$ cat src/rtl/spi_cfg_pkg.sv
package spi_cfg_pkg;
  localparam int ADDR_W = 15;
  typedef logic [ADDR_W-1:0] addr_t;

  localparam addr_t MODE_ADDR = 15'h000;
  localparam addr_t GP_BASE   = 15'h008;
  localparam addr_t FTW_BASE  = 15'h010;
  localparam addr_t PH_BASE   = 15'h018;
  localparam addr_t UPD_ADDR  = 15'h01F;
endpackage

$ cat src/rtl/spi_pin_sync.sv
module spi_pin_sync #(
  parameter int          W       = 4,
  parameter int          STAGES  = 2,
  parameter logic [W-1:0] RST_VAL = '0
) (
  input  logic         clk_i,
  input  logic         rst_ni,
  input  logic [W-1:0] d_i,
  output logic [W-1:0] q_o
);
  logic [STAGES-1:0][W-1:0] stg_q;

  generate
    for (genvar s = 0; s < STAGES; s++) begin : g_stage
      if (s == 0) begin : g_first
        always_ff @(posedge clk_i or negedge rst_ni)
          if (!rst_ni) stg_q[s] <= RST_VAL;
          else         stg_q[s] <= d_i;
      end else begin : g_next
        always_ff @(posedge clk_i or negedge rst_ni)
          if (!rst_ni) stg_q[s] <= RST_VAL;
          else         stg_q[s] <= stg_q[s-1];
      end
    end
  endgenerate

  assign q_o = stg_q[STAGES-1];
endmodule

$ cat src/rtl/spi_frame.sv
module spi_frame
  import spi_cfg_pkg::*;
(
  input  logic       clk_i,
  input  logic       rst_ni,
  input  logic       cs_active_i,
  input  logic       sck_rise_i,
  input  logic       sck_fall_i,
  input  logic       din_i,
  input  logic       lsb_first_i,
  input  logic       incr_i,
  input  logic [7:0] rd_data_i,
  output addr_t      rd_addr_o,
  output logic       wr_en_o,
  output addr_t      wr_addr_o,
  output logic [7:0] wr_data_o,
  output logic       rd_phase_o,
  output logic       dout_o
);
  logic        instr_done_q, rnw_q, dout_q, wr_en_q;
  logic [3:0]  cnt_q;
  logic [15:0] sr_q;
  addr_t       addr_q, wr_addr_q;
  logic [7:0]  rd_byte_q, wr_data_q;
  logic [15:0] instr_w;
  logic [7:0]  byte_w;

  // word as it stands once the current bit is shifted in
  assign instr_w = lsb_first_i ? {din_i, sr_q[15:1]} : {sr_q[14:0], din_i};
  assign byte_w  = lsb_first_i ? {din_i, sr_q[15:9]} : {sr_q[6:0], din_i};

  always_ff @(posedge clk_i or negedge rst_ni) begin
    if (!rst_ni) begin
      instr_done_q <= 1'b0;
      rnw_q        <= 1'b0;
      cnt_q        <= '0;
      sr_q         <= '0;
      addr_q       <= '0;
      wr_addr_q    <= '0;
      wr_data_q    <= '0;
      wr_en_q      <= 1'b0;
      rd_byte_q    <= '0;
      dout_q       <= 1'b0;
    end else begin
      wr_en_q <= 1'b0;
      if (!cs_active_i) begin
        instr_done_q <= 1'b0;
        cnt_q        <= '0;
        dout_q       <= 1'b0;
      end else if (sck_rise_i) begin
        sr_q <= lsb_first_i ? {din_i, sr_q[15:1]} : {sr_q[14:0], din_i};
        if (!instr_done_q) begin
          cnt_q <= cnt_q + 4'd1;
          if (cnt_q == 4'd15) begin
            instr_done_q <= 1'b1;
            rnw_q        <= instr_w[15];
            addr_q       <= instr_w[14:0];
            cnt_q        <= '0;
          end
        end else if (cnt_q == 4'd7) begin
          cnt_q     <= '0;
          addr_q    <= incr_i ? addr_q + addr_t'(1) : addr_q - addr_t'(1);
          wr_addr_q <= addr_q;
          wr_data_q <= byte_w;
          wr_en_q   <= !rnw_q;
        end else begin
          cnt_q <= cnt_q + 4'd1;
        end
      end else if (sck_fall_i && instr_done_q && rnw_q) begin
        // launch next read bit; a fresh byte is fetched at its first bit
        if (cnt_q == 4'd0) begin
          rd_byte_q <= rd_data_i;
          dout_q    <= lsb_first_i ? rd_data_i[0] : rd_data_i[7];
        end else begin
          dout_q <= lsb_first_i ? rd_byte_q[cnt_q[2:0]] : rd_byte_q[3'd7 - cnt_q[2:0]];
        end
      end
    end
  end

  assign rd_addr_o  = addr_q;
  assign wr_en_o    = wr_en_q;
  assign wr_addr_o  = wr_addr_q;
  assign wr_data_o  = wr_data_q;
  assign rd_phase_o = cs_active_i && instr_done_q && rnw_q;
  assign dout_o     = dout_q;


  instr_align_chk: assert property (@(posedge clk_i) disable iff (!rst_ni)
    $rose(instr_done_q) |-> (cnt_q == 4'd0));


  wr_after_rise_chk: assert property (@(posedge clk_i) disable iff (!rst_ni)
    wr_en_q |-> ($past(sck_rise_i) && $past(cs_active_i)));


  addr_step_chk: assert property (@(posedge clk_i) disable iff (!rst_ni)
    (cs_active_i && instr_done_q && sck_rise_i && cnt_q == 4'd7) |=> (addr_q != $past(addr_q)));
endmodule

$ cat src/rtl/spi_regbank.sv
module spi_regbank
  import spi_cfg_pkg::*;
#(
  parameter int GP_REGS   = 4,
  parameter int FTW_BYTES = 4,
  parameter int PH_BYTES  = 2,
  localparam int GP_W  = 8 * GP_REGS,
  localparam int FTW_W = 8 * FTW_BYTES,
  localparam int PH_W  = 8 * PH_BYTES
) (
  input  logic            clk_i,
  input  logic            rst_ni,
  input  logic            wr_en_i,
  input  addr_t           wr_addr_i,
  input  logic [7:0]      wr_data_i,
  input  addr_t           rd_addr_i,
  output logic [7:0]      rd_data_o,
  output logic            incr_o,
  output logic            lsb_first_o,
  output logic            three_wire_o,
  output logic [GP_W-1:0]  gp_o,
  output logic [FTW_W-1:0] ftw_o,
  output logic [PH_W-1:0]  phase_o
);
  logic [7:0]                 mode_q;
  logic [GP_REGS-1:0][7:0]    gp_q;
  logic [FTW_BYTES-1:0][7:0]  ftw_sh_q;
  logic [PH_BYTES-1:0][7:0]   ph_sh_q;
  logic [FTW_W-1:0]           ftw_act_q;
  logic [PH_W-1:0]            ph_act_q;
  logic                       upd_q;

  always_ff @(posedge clk_i or negedge rst_ni) begin
    if (!rst_ni) begin
      mode_q   <= '0;
      gp_q     <= '0;
      ftw_sh_q <= '0;
      ph_sh_q  <= '0;
    end else if (wr_en_i) begin
      if (wr_addr_i == MODE_ADDR) mode_q <= wr_data_i;
      for (int i = 0; i < GP_REGS; i++)
        if (wr_addr_i == GP_BASE + addr_t'(i)) gp_q[i] <= wr_data_i;
      for (int i = 0; i < FTW_BYTES; i++)
        if (wr_addr_i == FTW_BASE + addr_t'(i)) ftw_sh_q[i] <= wr_data_i;
      for (int i = 0; i < PH_BYTES; i++)
        if (wr_addr_i == PH_BASE + addr_t'(i)) ph_sh_q[i] <= wr_data_i;
    end
  end

  // request set on write, commit and self-clear on the following cycle
  always_ff @(posedge clk_i or negedge rst_ni) begin
    if (!rst_ni) begin
      upd_q     <= 1'b0;
      ftw_act_q <= '0;
      ph_act_q  <= '0;
    end else if (upd_q) begin
      upd_q     <= 1'b0;
      ftw_act_q <= ftw_sh_q;
      ph_act_q  <= ph_sh_q;
    end else if (wr_en_i && wr_addr_i == UPD_ADDR && wr_data_i[0]) begin
      upd_q <= 1'b1;
    end
  end

  always_comb begin
    rd_data_o = '0;
    if (rd_addr_i == MODE_ADDR) rd_data_o = mode_q;
    if (rd_addr_i == UPD_ADDR)  rd_data_o = {7'b0, upd_q};
    for (int i = 0; i < GP_REGS; i++)
      if (rd_addr_i == GP_BASE + addr_t'(i)) rd_data_o = gp_q[i];
    for (int i = 0; i < FTW_BYTES; i++)
      if (rd_addr_i == FTW_BASE + addr_t'(i)) rd_data_o = ftw_sh_q[i];
    for (int i = 0; i < PH_BYTES; i++)
      if (rd_addr_i == PH_BASE + addr_t'(i)) rd_data_o = ph_sh_q[i];
  end

  // mode fields mirrored about the byte centre: same meaning in either order
  assign incr_o       = mode_q[5] | mode_q[2];
  assign lsb_first_o  = mode_q[6] | mode_q[1];
  assign three_wire_o = mode_q[4] | mode_q[3];
  assign gp_o         = gp_q;
  assign ftw_o        = ftw_act_q;
  assign phase_o      = ph_act_q;


  tune_commit_chk: assert property (@(posedge clk_i) disable iff (!rst_ni)
    upd_q |=> ((ftw_act_q == $past(ftw_sh_q)) && (ph_act_q == $past(ph_sh_q)) && !upd_q));


  tune_hold_chk: assert property (@(posedge clk_i) disable iff (!rst_ni)
    !upd_q |=> ($stable(ftw_act_q) && $stable(ph_act_q)));
endmodule

$ cat src/rtl/serial_cfg_port.sv
module serial_cfg_port
  import spi_cfg_pkg::*;
#(
  parameter int GP_REGS     = 4,
  parameter int FTW_BYTES   = 4,
  parameter int PH_BYTES    = 2,
  parameter int SYNC_STAGES = 2
) (
  input  logic                   clk_i,
  input  logic                   rst_ni,
  input  logic                   sck_i,
  input  logic                   csn_i,
  input  logic                   sdi_i,
  input  logic                   sdio_i,
  output logic                   sdo_o,
  output logic                   sdio_o,
  output logic                   sdio_oe_o,
  output logic [8*GP_REGS-1:0]   gp_o,
  output logic [8*FTW_BYTES-1:0] ftw_o,
  output logic [8*PH_BYTES-1:0]  phase_o
);
  logic [3:0] pins_s;
  logic       sck_s, csn_s, sdi_s, sdio_s, sck_d_q;
  logic       sck_rise, sck_fall, din;
  logic       incr, lsb_first, three_wire;
  logic       wr_en, rd_phase, dout;
  addr_t      rd_addr, wr_addr;
  logic [7:0] rd_data, wr_data;

  spi_pin_sync #(.W(4), .STAGES(SYNC_STAGES), .RST_VAL(4'b0010)) u_sync (
    .clk_i (clk_i),
    .rst_ni(rst_ni),
    .d_i   ({sdio_i, sdi_i, csn_i, sck_i}),
    .q_o   (pins_s)
  );
  assign {sdio_s, sdi_s, csn_s, sck_s} = pins_s;

  always_ff @(posedge clk_i or negedge rst_ni)
    if (!rst_ni) sck_d_q <= 1'b0;
    else         sck_d_q <= sck_s;

  assign sck_rise = sck_s & ~sck_d_q;
  assign sck_fall = ~sck_s & sck_d_q;
  assign din      = three_wire ? sdio_s : sdi_s;

  spi_frame u_frame (
    .clk_i      (clk_i),
    .rst_ni     (rst_ni),
    .cs_active_i(!csn_s),
    .sck_rise_i (sck_rise),
    .sck_fall_i (sck_fall),
    .din_i      (din),
    .lsb_first_i(lsb_first),
    .incr_i     (incr),
    .rd_data_i  (rd_data),
    .rd_addr_o  (rd_addr),
    .wr_en_o    (wr_en),
    .wr_addr_o  (wr_addr),
    .wr_data_o  (wr_data),
    .rd_phase_o (rd_phase),
    .dout_o     (dout)
  );

  spi_regbank #(.GP_REGS(GP_REGS), .FTW_BYTES(FTW_BYTES), .PH_BYTES(PH_BYTES)) u_bank (
    .clk_i       (clk_i),
    .rst_ni      (rst_ni),
    .wr_en_i     (wr_en),
    .wr_addr_i   (wr_addr),
    .wr_data_i   (wr_data),
    .rd_addr_i   (rd_addr),
    .rd_data_o   (rd_data),
    .incr_o      (incr),
    .lsb_first_o (lsb_first),
    .three_wire_o(three_wire),
    .gp_o        (gp_o),
    .ftw_o       (ftw_o),
    .phase_o     (phase_o)
  );

  assign sdo_o     = rd_phase & ~three_wire & dout;
  assign sdio_o    = rd_phase & three_wire & dout;
  assign sdio_oe_o = rd_phase & three_wire;


  oe_start_chk: assert property (@(posedge clk_i) disable iff (!rst_ni)
    $rose(sdio_oe_o) |-> $past(sck_rise));
endmodule

$ cat config.mk
export PLATFORM = sky130hd
export DESIGN_NAME = serial_cfg_port
export DESIGN_NICKNAME = d
export VERILOG_FILES = /design/src/rtl/spi_cfg_pkg.sv /design/src/rtl/spi_pin_sync.sv /design/src/rtl/spi_frame.sv /design/src/rtl/spi_regbank.sv /design/src/rtl/serial_cfg_port.sv
export SDC_FILE = /design/constraint.sdc
export NUM_CORES = 1
export LEC_CHECK = 0
export BUFFER_PORTS_ARGS = -buffer_cell sky130_fd_sc_hd__buf_4
export CAP_MARGIN = 20
export CORE_UTILIZATION = 28
export DETAILED_ROUTE_END_ITERATION = 8
export PLACE_DENSITY = 0.43
export SYNTH_ARGS = -nofsm -noshare
export SYNTH_HDL_FRONTEND = slang
export SYNTH_SLANG_ARGS = --single-unit
$ cat constraint.sdc
create_clock -name clk_i -period 9.34 [get_ports clk_i]
set_clock_uncertainty 0.15 [all_clocks]
set_input_delay 0.934 -clock clk_i [delete_from_list [all_inputs] [get_ports clk_i]]
set_output_delay 0.934 -clock clk_i [all_outputs]
set_load 0.01 [all_outputs]
After elaboration in Yosys (flattened, before gate mapping)
Cells that the tools add are included.
{"block": "word_totals", "ff_bits": 216, "latch_bits": 0, "ram_bits": 0, "mem_bits_ro": 0, "in_bits": 6, "out_inout_bits": 83, "elab_cells": 149, "n_memories": 0}
{"block": "op_classes", "addsub": 4, "n_mul": 0, "div": 0, "order_cmp": 2, "n_eq_ne": 26, "shift": 0, "mux": 44, "n_bitwise": 15, "n_reduce_logical": 31}
{"op": "$eq A15 B5 Y1 const B", "n": 14}
{"op": "$eq A15 B4 Y1 const B", "n": 8}
{"op": "$mux W8", "n": 13}
{"op": "$mux W15", "n": 4}
{"op": "$logic_not A15 Y1", "n": 2}
{"op": "$reduce_and A2 Y1", "n": 13}
{"op": "$mux W4", "n": 5}
{"op": "$mux W1", "n": 19}
{"op": "$mux W16", "n": 1}
{"op": "$reduce_and A4 Y1", "n": 4}
{"op": "$add A15 B1 Y15 const B", "n": 1}
{"op": "$sub A15 B1 Y15 const B", "n": 1}
{"op": "$lt A3 B4 Y1 const B", "n": 2}
{"op": "$and A1 B1 Y1", "n": 6}
{"op": "$bmux W1 S3", "n": 2}
{"op": "$logic_and A1 B1 Y1", "n": 6}
{"op": "$not A1 Y1", "n": 6}
{"op": "$reduce_bool A2 Y1", "n": 3}
{"op": "$add A4 B1 Y4 const B", "n": 1}
{"op": "$eq A4 B3 Y1 const B", "n": 1}
{"op": "$eq A4 B4 Y1 const B", "n": 1}
{"op": "$logic_not A4 Y1", "n": 1}
{"op": "$or A1 B1 Y1", "n": 3}
{"op": "$sub A3 B3 Y3 const A", "n": 1}
{"op": "3 further kinds", "n": 4}

Logic depth before layout (Yosys ltp)
Gate-level depths: netlist of run 1.
{"block": "logic_depth", "word_depth": 18, "ltp_mapped": 11, "mapped_depth_nobuf": 10}

By module
From an unflattened synthesis of run 1, not the netlist that was laid out.
{"block": "hier_totals", "cells_unflattened": 878, "hier_area_um2": 10486.3}
{"mod": "spi_regbank", "n_inst": 1, "cells_each": 477, "area_per_inst_um2": 6253.5, "seq_area_each_um2": 3428.3}
{"mod": "spi_frame", "n_inst": 1, "cells_each": 381, "area_per_inst_um2": 3918.8, "seq_area_each_um2": 1751.7}
{"mod": "spi_pin_sync", "n_inst": 1, "cells_each": 12, "area_per_inst_um2": 232.7, "seq_area_each_um2": 202.7}
{"mod": "serial_cfg_port", "n_inst": 1, "cells_each": 8, "area_per_inst_um2": 81.3, "seq_area_each_um2": 25.0}

Worst setup path after synthesis of run 1
Ideal clock, no wire load.
{"block": "synth_timing", "path_kind": "reg-to-reg", "start": "register u_bank.mode_q[5]", "end": "register u_frame.addr_q[14], in the netlist u_frame.rd_addr_o[14]", "setup_time_ns": 0.120, "arrival_time_ns": 2.842, "required_time_ns": 9.070, "slack_ns": 6.227, "path_stages_with_launch": 12, "n_path_buf": 1, "synth_period_minus_slack_ns": 3.113, "path_cell_list": "dfrtp_1 > or2_2 > clkbuf_1 > inv_1 > ha_1 > nor2b_1 > o31ai_1 > a211oi_1 > nor3_1 > o21ai_0 > a31o_2 > o211a_1"}
{"block": "synth_between", "elab_chain_cells": 4}
{"element": "start, declared", "line": "spi_regbank.sv:25", "text": "logic [7:0] mode_q;"}
{"element": "start signal, assigned", "line": "spi_regbank.sv:40", "text": "if (wr_addr_i == MODE_ADDR) mode_q <= wr_data_i;"}
{"element": "$or A1 B1 Y1", "line": "spi_regbank.sv:78", "text": "assign incr_o = mode_q[5] | mode_q[2];"}
{"element": "$mux W15", "line": "spi_frame.sv:62", "text": "addr_q <= incr_i ? addr_q + addr_t'(1) : addr_q - addr_t'(1);"}
{"element": "$mux W15", "line": "spi_frame.sv:60", "text": "end else if (cnt_q == 4'd7) begin"}
{"element": "$mux W15", "line": "spi_frame.sv:52", "text": "if (!instr_done_q) begin"}
{"element": "end signal, assigned", "line": "spi_frame.sv:57", "text": "addr_q <= instr_w[14:0];"}
{"element": "end signal, assigned", "line": "spi_frame.sv:62"}
{"element": "end, declared", "line": "spi_frame.sv:23", "text": "addr_t addr_q, wr_addr_q;"}
No other way between the ends. The select of a mux whose other input is x is not followed.
A chain may end at the register's enable or synchronous reset.

Final worst setup path of run 1
{"block": "layout_timing", "start": "register u_frame.instr_done_q", "end": "register u_frame.addr_q[0], in the netlist u_frame.rd_addr_o[0]"}
{"block": "layout_between", "elab_chain_cells": 2, "word_cells_on_any_way": 4, "classes_between": "1 x eq/ne; 1 x mux; 2 x reduce/logical"}
{"element": "start, declared", "line": "spi_frame.sv:20", "text": "logic instr_done_q, rnw_q, dout_q, wr_en_q;"}
{"element": "start signal, assigned", "line": "spi_frame.sv:34", "text": "instr_done_q <= 1'b0;"}
{"element": "start signal, assigned", "line": "spi_frame.sv:47", "text": "instr_done_q <= 1'b0;"}
{"element": "start signal, assigned", "line": "spi_frame.sv:55", "text": "instr_done_q <= 1'b1;"}
{"element": "$ne A2 B2 Y1 (no source line) or $reduce_bool A2 Y1 (tied branches)"}
{"element": "$reduce_and A4 Y1 (no source line)"}
Several ways; a longest one is shown, not always the timed one.

==> summary.md, run 1 <==
| Metric | Value |
|---|---|
| Status | completed |
| Via density | 4.943 |
| Flop2flop setup slack | 5.68 ns |
| Nets | 993 |
| Yosys warning count | 0 |
| Netlist cell types | 67 |
| Slowest stage delay, CP | 1.09 ns |
| Top_reg_cell synth | dfrtp_1 |
| Hold Path Class | reg2reg |
| CTS Hold Buffers Added | 0 |
| Fin crit share | 0.3917 |
| Final Setup Violations | 0 |
| Total Wirelength | 29.01 mm |
| Area after DPL | 11,250 um^2 |
| Fin. max-slew vios | 0 |
| Cell Chain, Critical Path | inv_1 > or4_1 > o21ai_1 > buf_4 > nor2_1 > a311o_1 |
| Multi-input gate area | 4456 um^2 |
| CP Data Required Time | 9.60 ns |
| Clk sinks | 216 |
| H-tree Lvls | 1 |
| FF+latch count, synth | 216 |
| GP Congestion | 0.8392 |
| Critical Path Start Type | flip-flop |
| # IOs | 89 |
| Cell count after synthesis | 892 |
| FP Rows | 69 |
| Layout cells sized above 1 | 0.3104 |
| CTS tree | done |
| Fin. Hold Viols | 0 |
| Number of enable flip-flop cells after synthesis | 0 |
| TritonRoute pass-1 iters | 4 |
| DRC | 0 |
| CP Class | reg2reg |
| Sequential area share after synthesis | 0.5363 |
| R2R Path End | u_frame.rd_addr_o[0] |
| PD cells | 162.4 nW/um^2 |
| Area grow syn2layout | 19.41% |
| Post-Syn Area | 10,080 um^2 |
| Crit path DAT | 3.92 ns |
| Leak | 5.640 nW |
| CP Capture Type | flip-flop |
| Hold Crit Start | u_sync.stg_q[2] |
| FF-to-FF Start | u_frame.instr_done_q |
| Placeable core region | 35,480 um^2 |
| Initial Util | 0.2842 |
| Setup bufs post-CTS | 0 |
| Hold-critical path depth | 0 |
| Worst-path clk slew | 0.06 ns |
| Most common cell after layout, fill and taps aside | dfrtp_1 |
| Total CTS buffers | 25 |
| CP max-delay cell | or4_1 |
| First-pass GRT wire length | 44.64 mm |
| Routed wire per std cell | 20.01 um |
| Final ANT Viol Nets | 0 |
| Peak fanout along the critical path | 32 |
| Initial antenna violation count | 2 |
| Commonest cells after routing, fill and taps aside | 213 x dfrtp_1, 130 x mux2_2, 115 x nand2_1, 98 x buf_4, 67 x o21ai_0 |
| Die Y | 191.8 um |
| Die Area | 36,780 um^2 |
| Worst Max-Slew Pin Slew | 1.017 ns |
| Root Buffer | clkbuf_16 |
| R2R depth | 6 |
| Vias in the first global route | 7,070 |
| Largest net degree at the start of global routing | 78 |
| Worst VDD drop | 116.3 uV |
| Max cap viols | 0 |
| Total grt overflow | 0 |
| Inst Count DP | 1,405 |
| Rel. slew slack | 0.3164 |
| Period minus WS final | 3.659 ns |
| Hold EP | u_sync.q_o[2] |
| Layout filler cell count | 3,584 |
| Die width | 191.8 um |
| DP Wirelength | 20.52 mm |
| Total nets after synthesis | 914 |
| DR vias | 7,167 |
| FMAX | 0.2733 GHz |
| I/O Buffers | 88 |
| Synth async-reset ratio | 1.000 |
| Clock Latency Late Sink | 0.52 ns |
| Final total power | 1.955 mW |
| Cell area after layout | 12,040 um^2 |
| GRT Overall Usage | 0.1603 |
| Post-route non-filler standard cell count | 1,450 |
| RSZ-0062 raised after global routing | no |
| Average cell area after synthesis | 11.30 um^2 |
| Diode count | 0 |
| CTS max path bufs | 3 |
| FF/Latch Area | 5409 um^2 |
| DR iter-0 viols | 429 |
| Setup TNS | 0 ns |
| CTS-repair resized insts | 0 |
==> per-layer routing <==
layer,GRT usage,up-vias,share of wire
li1,-,3378,-
met1,0.2458,3636,0.52
met2,0.2360,125,0.43
met3,0.02357,28,0.037
met4,0.03205,0,0.018
met5,0,-,0
==> area by class of cell <==
class | instances | share of cell area
clock inverter | 10 | 0.004884
multi-input combinational | 614 | 0.3701
tap | 461 | 0.04791
clock buffer | 35 | 0.06090
sequential | 216 | 0.4492
timing repair buffer | 99 | 0.06235
inverter | 15 | 0.004676
==> cells by family after synthesis <==
logic type	synth area share
xor+xnor	0.007818
buf+inv	0.02395
simple gates	0.1233
compound gates	0.1054
mux	0.1827
fa+ha+maj	0.02060
flops	0.5363
==> worst max-delay path: cells and delay by family (launching register included) <==
family,cells,cell delay [ns]
flops,1,0.94
buf+inv,2,0.75
simple gates,2,1.16
compound gates,2,0.54
==> power breakdown <==
part	total (mW)	switching [mW]	internal, mW
Clock	0.941	0.395	0.546
Sequential	0.960	0.0124	0.947
Combinational	0.0545	0.0404	0.0141
Total	1.96	0.448	1.51
==> Yosys cell counts, types with 3 or more instances <==
cell type / count / area (um^2)
nand2_1: 115 / 431.7
mux4_2: 7 / 157.7
buf_1: 7 / 26.28
a21oi_1: 39 / 195.2
clkbuf_1: 33 / 123.9
and2_1: 7 / 43.79
o21ai_0: 67 / 335.3
dfrtp_1: 214 / 5355
a222oi_1: 4 / 40.04
mux2_2: 130 / 1464
mux2i_1: 22 / 220.2
nor3b_1: 6 / 45.04
buf_2: 7 / 35.03
or3_1: 9 / 56.30
nand4_1: 3 / 18.77
o211ai_1: 8 / 60.06
xnor2_1: 9 / 78.83
inv_1: 13 / 48.80
nand3_1: 15 / 75.07
nor2_2: 6 / 37.54
nor2b_1: 4 / 25.02
or2_2: 4 / 25.02
o21bai_1: 3 / 22.52
nand2b_1: 4 / 25.02
o31ai_1: 3 / 22.52
nor3_1: 11 / 55.05
a22oi_1: 8 / 60.06
nor4_1: 8 / 50.05
ha_1: 15 / 187.7
a31oi_1: 11 / 68.82
a211oi_1: 6 / 45.04
nor2_1: 46 / 172.7
==> through the flow <==
step / hold WS (ns) / setup WS (ns) / util
floorplan: 0.1812 / 6.227 / -
global placement: 0.1887 / 5.664 / 0.3170
CTS: 0.2096 / 5.644 / 0.3393
finish: 0.2034 / 5.681 / 0.3393
detailed placement: 0.1965 / 5.655 / 0.3170
global route: 0.2166 / 5.339 / 0.3393
==> worst max-delay path by stage <==
stage	from	to	slack, ns	cells past startpoint
5_1_grt	u_bank.mode_q[5]	u_frame.rd_addr_o[14]	5.34	10
6_report	u_frame.instr_done_q	u_frame.rd_addr_o[0]	5.68	6
2_1_floorplan	u_bank.mode_q[5]	u_frame.rd_addr_o[14]	6.23	11
4_1_cts	u_bank.mode_q[5]	u_frame.rd_addr_o[14]	5.64	10
3_5_place_dp	u_bank.mode_q[5]	u_frame.rd_addr_o[14]	5.66	10
3_3_place_gp	u_frame.instr_done_q	u_frame.rd_byte_q[6]	5.66	6
==> state kept, by name, summed over array words and instances (netlist names), 4 cells and up <==
signal / count
u_frame.rd_byte_q: 8
u_frame.rd_addr_o: 15
u_frame.wr_addr_o: 15
u_frame.wr_data_o: 8
u_sync.q_o: 4
u_bank.ftw_sh_q: 32
u_bank.ftw_o: 32
u_bank.mode_q: 8
u_sync.stg_q: 4
u_bank.ph_sh_q: 16
u_frame.sr_q: 16
u_bank.phase_o: 16
u_bank.gp_o: 32
u_frame.cnt_q: 4
(Power assumes the default switching activity.)
==> run 2, diff against run 1 <==
--- a/config.mk
+++ b/config.mk
@@ -5,11 +5,12 @@
 export SDC_FILE = /design/constraint.sdc
 export NUM_CORES = 1
 export LEC_CHECK = 0
+export ABC_AREA = 1
 export BUFFER_PORTS_ARGS = -buffer_cell sky130_fd_sc_hd__buf_4
 export CAP_MARGIN = 20
 export CORE_UTILIZATION = 28
 export DETAILED_ROUTE_END_ITERATION = 8
-export PLACE_DENSITY = 0.43
+export PLACE_DENSITY = 0.44
 export SYNTH_ARGS = -nofsm -noshare
 export SYNTH_HDL_FRONTEND = slang
 export SYNTH_SLANG_ARGS = --single-unit
==> constraint.sdc (replaced) <==
create_clock -name clk_i -period 3.3 [get_ports clk_i]
set_clock_uncertainty 0.15 [all_clocks]
set_input_delay 0.33 -clock clk_i [delete_from_list [all_inputs] [get_ports clk_i]]
set_output_delay 0.33 -clock clk_i [all_outputs]
set_load 0.01 [all_outputs]
==> run 2 against run 1 <==
  * Global-route usage is 0.20 points higher
  * Combinational power rose to 2.9 times the previous value
  * Largest cell class unchanged
  * Flip-flop and latch count did not move
  * Worst setup slack worse by 5.3 ns
  * Critical path type unchanged
==> summary.md, run 2 <==
| Metric | Value |
|---|---|
| Die Y | 192.3 um (was 191.8 um) |
| Hold Path Class | in2async (was reg2reg) |
| Worst Max-Slew Pin Slew | 0.8395 ns (was 1.017 ns) |
| FMAX | 0.3441 GHz (was 0.2733 GHz) |
| Sequential area share after synthesis | 0.5331 (was 0.5363) |
| Most common cell after layout, fill and taps aside | nand2_1 (was dfrtp_1) |
| Via density | 4.635 (was 4.943) |
| Dpl ws | 0.3929 ns (was 5.655 ns) |
| Total Wirelength | 29.51 mm (was 29.01 mm) |
| CP Data Required Time | 3.56 ns (was 9.60 ns) |
| Initial Util | 0.2852 (was 0.2842) |
| Yosys top cell by area | dfrtp_1 (unchanged) |
| Crit-path leading delay family | compound AO/OA/AOI/OAI gates (was simple AND/OR/NAND/NOR gates) |
| Logic gate share of total power | 0.028 (about the same) |
| Fin. max-slew vios | 0 (unchanged) |
| I/O Buffers | 88 (unchanged) |
| Setup bufs post-CTS | 0 (unchanged) |
| Leak | 5.562 nW (was 5.640 nW) |
| TritonRoute pass-1 iters | 6 (was 4) |
| Post-Syn Area | 10,140 um^2 (was 10,080 um^2) |
| CTS max path bufs | 3 (unchanged) |
| Switching share of power | 0.2216 (was 0.2291) |
| Crit path DAT | 3.17 ns (was 3.92 ns) |
| CP max-delay cell | dfrtp_1 (was or4_1) |
| Area after DPL | 11,280 um^2 (was 11,250 um^2) |
| Clock share of power | 0.503 (was 0.481) |
| Clk sinks | 216 (unchanged) |
| Top cell type's share of synthesized area | 0.5279 (was 0.5311) |
| First-pass GRT wire length | 46.09 mm (was 44.64 mm) |
| Diode count | 0 (unchanged) |
| Max cap viols | 0 (unchanged) |
| Netlist cell types | 41 (was 67) |
| Synth top area cells | dfrtp_1 53%, nand2_1 9.8%, o21ai_0 8.4% (was dfrtp_1 53%, mux2_2 15%, nand2_1 4.3%) |
| Yosys warning count | 0 (unchanged) |
| Commonest cells after routing, fill and taps aside | 264 x nand2_1, 213 x dfrtp_1, 170 x o21ai_0, 104 x buf_4, 94 x inv_1 (was 213 x dfrtp_1, 130 x mux2_2, 115 x nand2_1, 98 x buf_4, 67 x o21ai_0) |
| Nets | 1,246 (was 993) |
| Top_reg_cell synth | dfrtp_1 (unchanged) |
| Worst path buffer plus inverter count | 1 (was 2) |
| Most frequent cell after synthesis | nand2_1 (was dfrtp_1) |
| CTS-repair resized insts | 0 (unchanged) |
| CP Capture Type | flip-flop (unchanged) |
| PD cells | 471.8 nW/um^2 (was 162.4 nW/um^2) |
| Worst-path clk slew | 0.06 ns (about the same) |
| Routed wire per std cell | 17.31 um (was 20.01 um) |
| Cell count after synthesis | 1,130 (was 892) |
| Layout cells sized above 1 | 0.1712 (was 0.3104) |
| Critical Path Start Type | flip-flop (unchanged) |
| Total nets after synthesis | 1,152 (was 914) |
| Flop pwr share | 0.469 (was 0.491) |
| Clock Latency Late Sink | 0.53 ns (was 0.52 ns) |
| Status | completed (unchanged) |
| Die Area | 36,990 um^2 (was 36,780 um^2) |
| Placeable core region | 35,570 um^2 (was 35,480 um^2) |
| Initial antenna violation count | 0 (was 2) |
| CP Class | reg2reg (unchanged) |
| Cell area after layout | 12,210 um^2 (was 12,040 um^2) |
| DRC | 0 (unchanged) |
| Rel. slew slack | 0.4382 (was 0.3164) |
| Synth async-reset ratio | 1.000 (unchanged) |
| Root Buffer | clkbuf_16 (unchanged) |
| DR vias | 7,903 (was 7,167) |
| GP Congestion | 0.8787 (was 0.8392) |
| Number of enable flip-flop cells after synthesis | 0 (unchanged) |
| Setup TNS | 0 ns (unchanged) |
| CTS tree | done (unchanged) |
| GRT Overall Usage | 0.1623 (was 0.1603) |
| Peak fanout along the critical path | 14 (was 32) |
| DP Wirelength | 21.35 mm (was 20.52 mm) |
| Cell Chain, Critical Path | nor2_1 > buf_4 > ha_1 > a21oi_1 > nand2_1 > nand2_1 > nand2_1 > a21oi_1 > o21ai_0 > a21boi_0 > o21ai_0 > xor2_1 > o21ai_0 > nand2_1 (was inv_1 > or4_1 > o21ai_1 > buf_4 > nor2_1 > a311o_1) |
| DR iter-0 viols | 601 (was 429) |
| Largest net degree at the start of global routing | 64 (was 78) |
| FF+latch count, synth | 216 (unchanged) |
| Final Setup Violations | 0 (unchanged) |
| Worst VDD drop | 332.9 uV (was 116.3 uV) |
| Total grt overflow | 0 (unchanged) |
| Fin crit share | 0.8808 (was 0.3917) |
| Period minus WS final | 2.907 ns (was 3.659 ns) |
| Slowest stage delay, CP | 0.39 ns (was 1.09 ns) |
| RSZ-0062 raised after global routing | no (unchanged) |
| H-tree Lvls | 1 (unchanged) |
| Most frequent cells after synthesis | 264 x nand2_1, 214 x dfrtp_1, 170 x o21ai_0, 94 x inv_1, 82 x nor2_1 (was 214 x dfrtp_1, 130 x mux2_2, 115 x nand2_1, 67 x o21ai_0, 46 x nor2_1) |
| # IOs | 89 (unchanged) |
| Area grow syn2layout | 20.39% (was 19.41%) |
| FP Rows | 69 (unchanged) |
| Psw | 1.277 mW (was 0.4480 mW) |
| Average cell area after synthesis | 8.977 um^2 (was 11.30 um^2) |
| Vias in the first global route | 7,745 (was 7,070) |
| Total CTS buffers | 26 (was 25) |
| Top cell by count, worst path | nand2_1 |
| Die width | 192.3 um (was 191.8 um) |
| Final ANT Viol Nets | 0 (unchanged) |
| Cell-internal power | 4.484 mW (was 1.507 mW) |
| Fin. Hold Viols | 0 (unchanged) |
| Worst Setup Slack, final | 0.3935 ns (was 5.681 ns) |
| Layout filler cell count | 3,725 (was 3,584) |
==> run 2: cell count changes after synthesis, sizes merged, moves of 11 or more <==
cell   before  now
a21oi      39   62
a31oi      11    0
inv        13   96
mux2      130   41
mux2i      22    0
nand2     115  264
nand3      17   41
nand4       3   25
nor2       54   84
o21ai      68  174
==> run 2: final timing paths <==
path,startpoint,endpoint,slack [ns],depth (start not counted)
max,u_bank.mode_q[5],u_frame.rd_addr_o[12],0.39,14
min,rst_ni,u_bank.ftw_sh_q[9],0.19,2
max reg2reg,u_bank.mode_q[5],u_frame.rd_addr_o[12],0.39,14
min reg2reg,u_sync.stg_q[3],u_sync.q_o[3],0.20,0
max in group asynchronous,rst_ni,u_bank.ftw_o[24],1.92,3
min in group clk_i,u_sync.stg_q[3],u_sync.q_o[3],0.20,0
==> run 2: stage by stage <==
stage,hold slack (ns),util,instances,power (mW)
floorplan,-0.1156,-,1130,2.817
finish,0.1932,0.3433,1705,5.761
detailed placement,0.1624,0.3172,1652,2.912
CTS,0.1989,0.3433,1705,5.849
global route,0.2058,0.3433,1705,5.977
global placement,0.1654,0.3172,1652,2.912
==> run 2: power groups by stage <==
stage	sequential [mW]	clock, mW	combinational [mW]
floorplan	2.74	0	0.0726
global placement	2.75	0	0.160
detailed placement	2.75	0	0.160
CTS	2.70	2.98	0.165
global route	2.71	3.08	0.189
finish	2.70	2.90	0.159
==> run 2: layout make-up <==
cell class / instances / area [um^2] / area share
Inverter: 98 / 367.9 / 0.03012
Clock buffer: 35 / 755.7 / 0.06189
Sequential cell: 216 / 5409 / 0.4429
Clock inverter: 13 / 122.6 / 0.01004
Timing Repair Buffer: 112 / 885.9 / 0.07254
Tap cell: 461 / 576.8 / 0.04723
Multi-Input combinational cell: 770 / 4094 / 0.3352
==> run 2: kinds of logic (layout without fill, tap and decap cells) <==
group | Yosys count | in the layout | synth area share
simple gates | 445 | 445 | 0.1959
compound gates | 259 | 259 | 0.1340
flops | 216 | 216 | 0.5331
buf+inv | 144 | 258 | 0.06328
mux | 41 | 41 | 0.04552
fa+ha+maj | 16 | 16 | 0.02048
xor+xnor | 9 | 9 | 0.007771
==> run 2: what timing repair did <==
action | CTS | global route
endpoints found under the setup margin | 0 | 0
endpoints found under the hold margin | 64 | 0
hold buffers | 5 | 0
==> run 2: layer usage <==
layer | vias up | global-route usage | part of all wire
li1 | 3985 | - | -
met1 | 3722 | 0.2297 | 0.48
met2 | 146 | 0.2557 | 0.45
met3 | 50 | 0.01909 | 0.037
met4 | 0 | 0.05482 | 0.030
met5 | - | 0 | 0
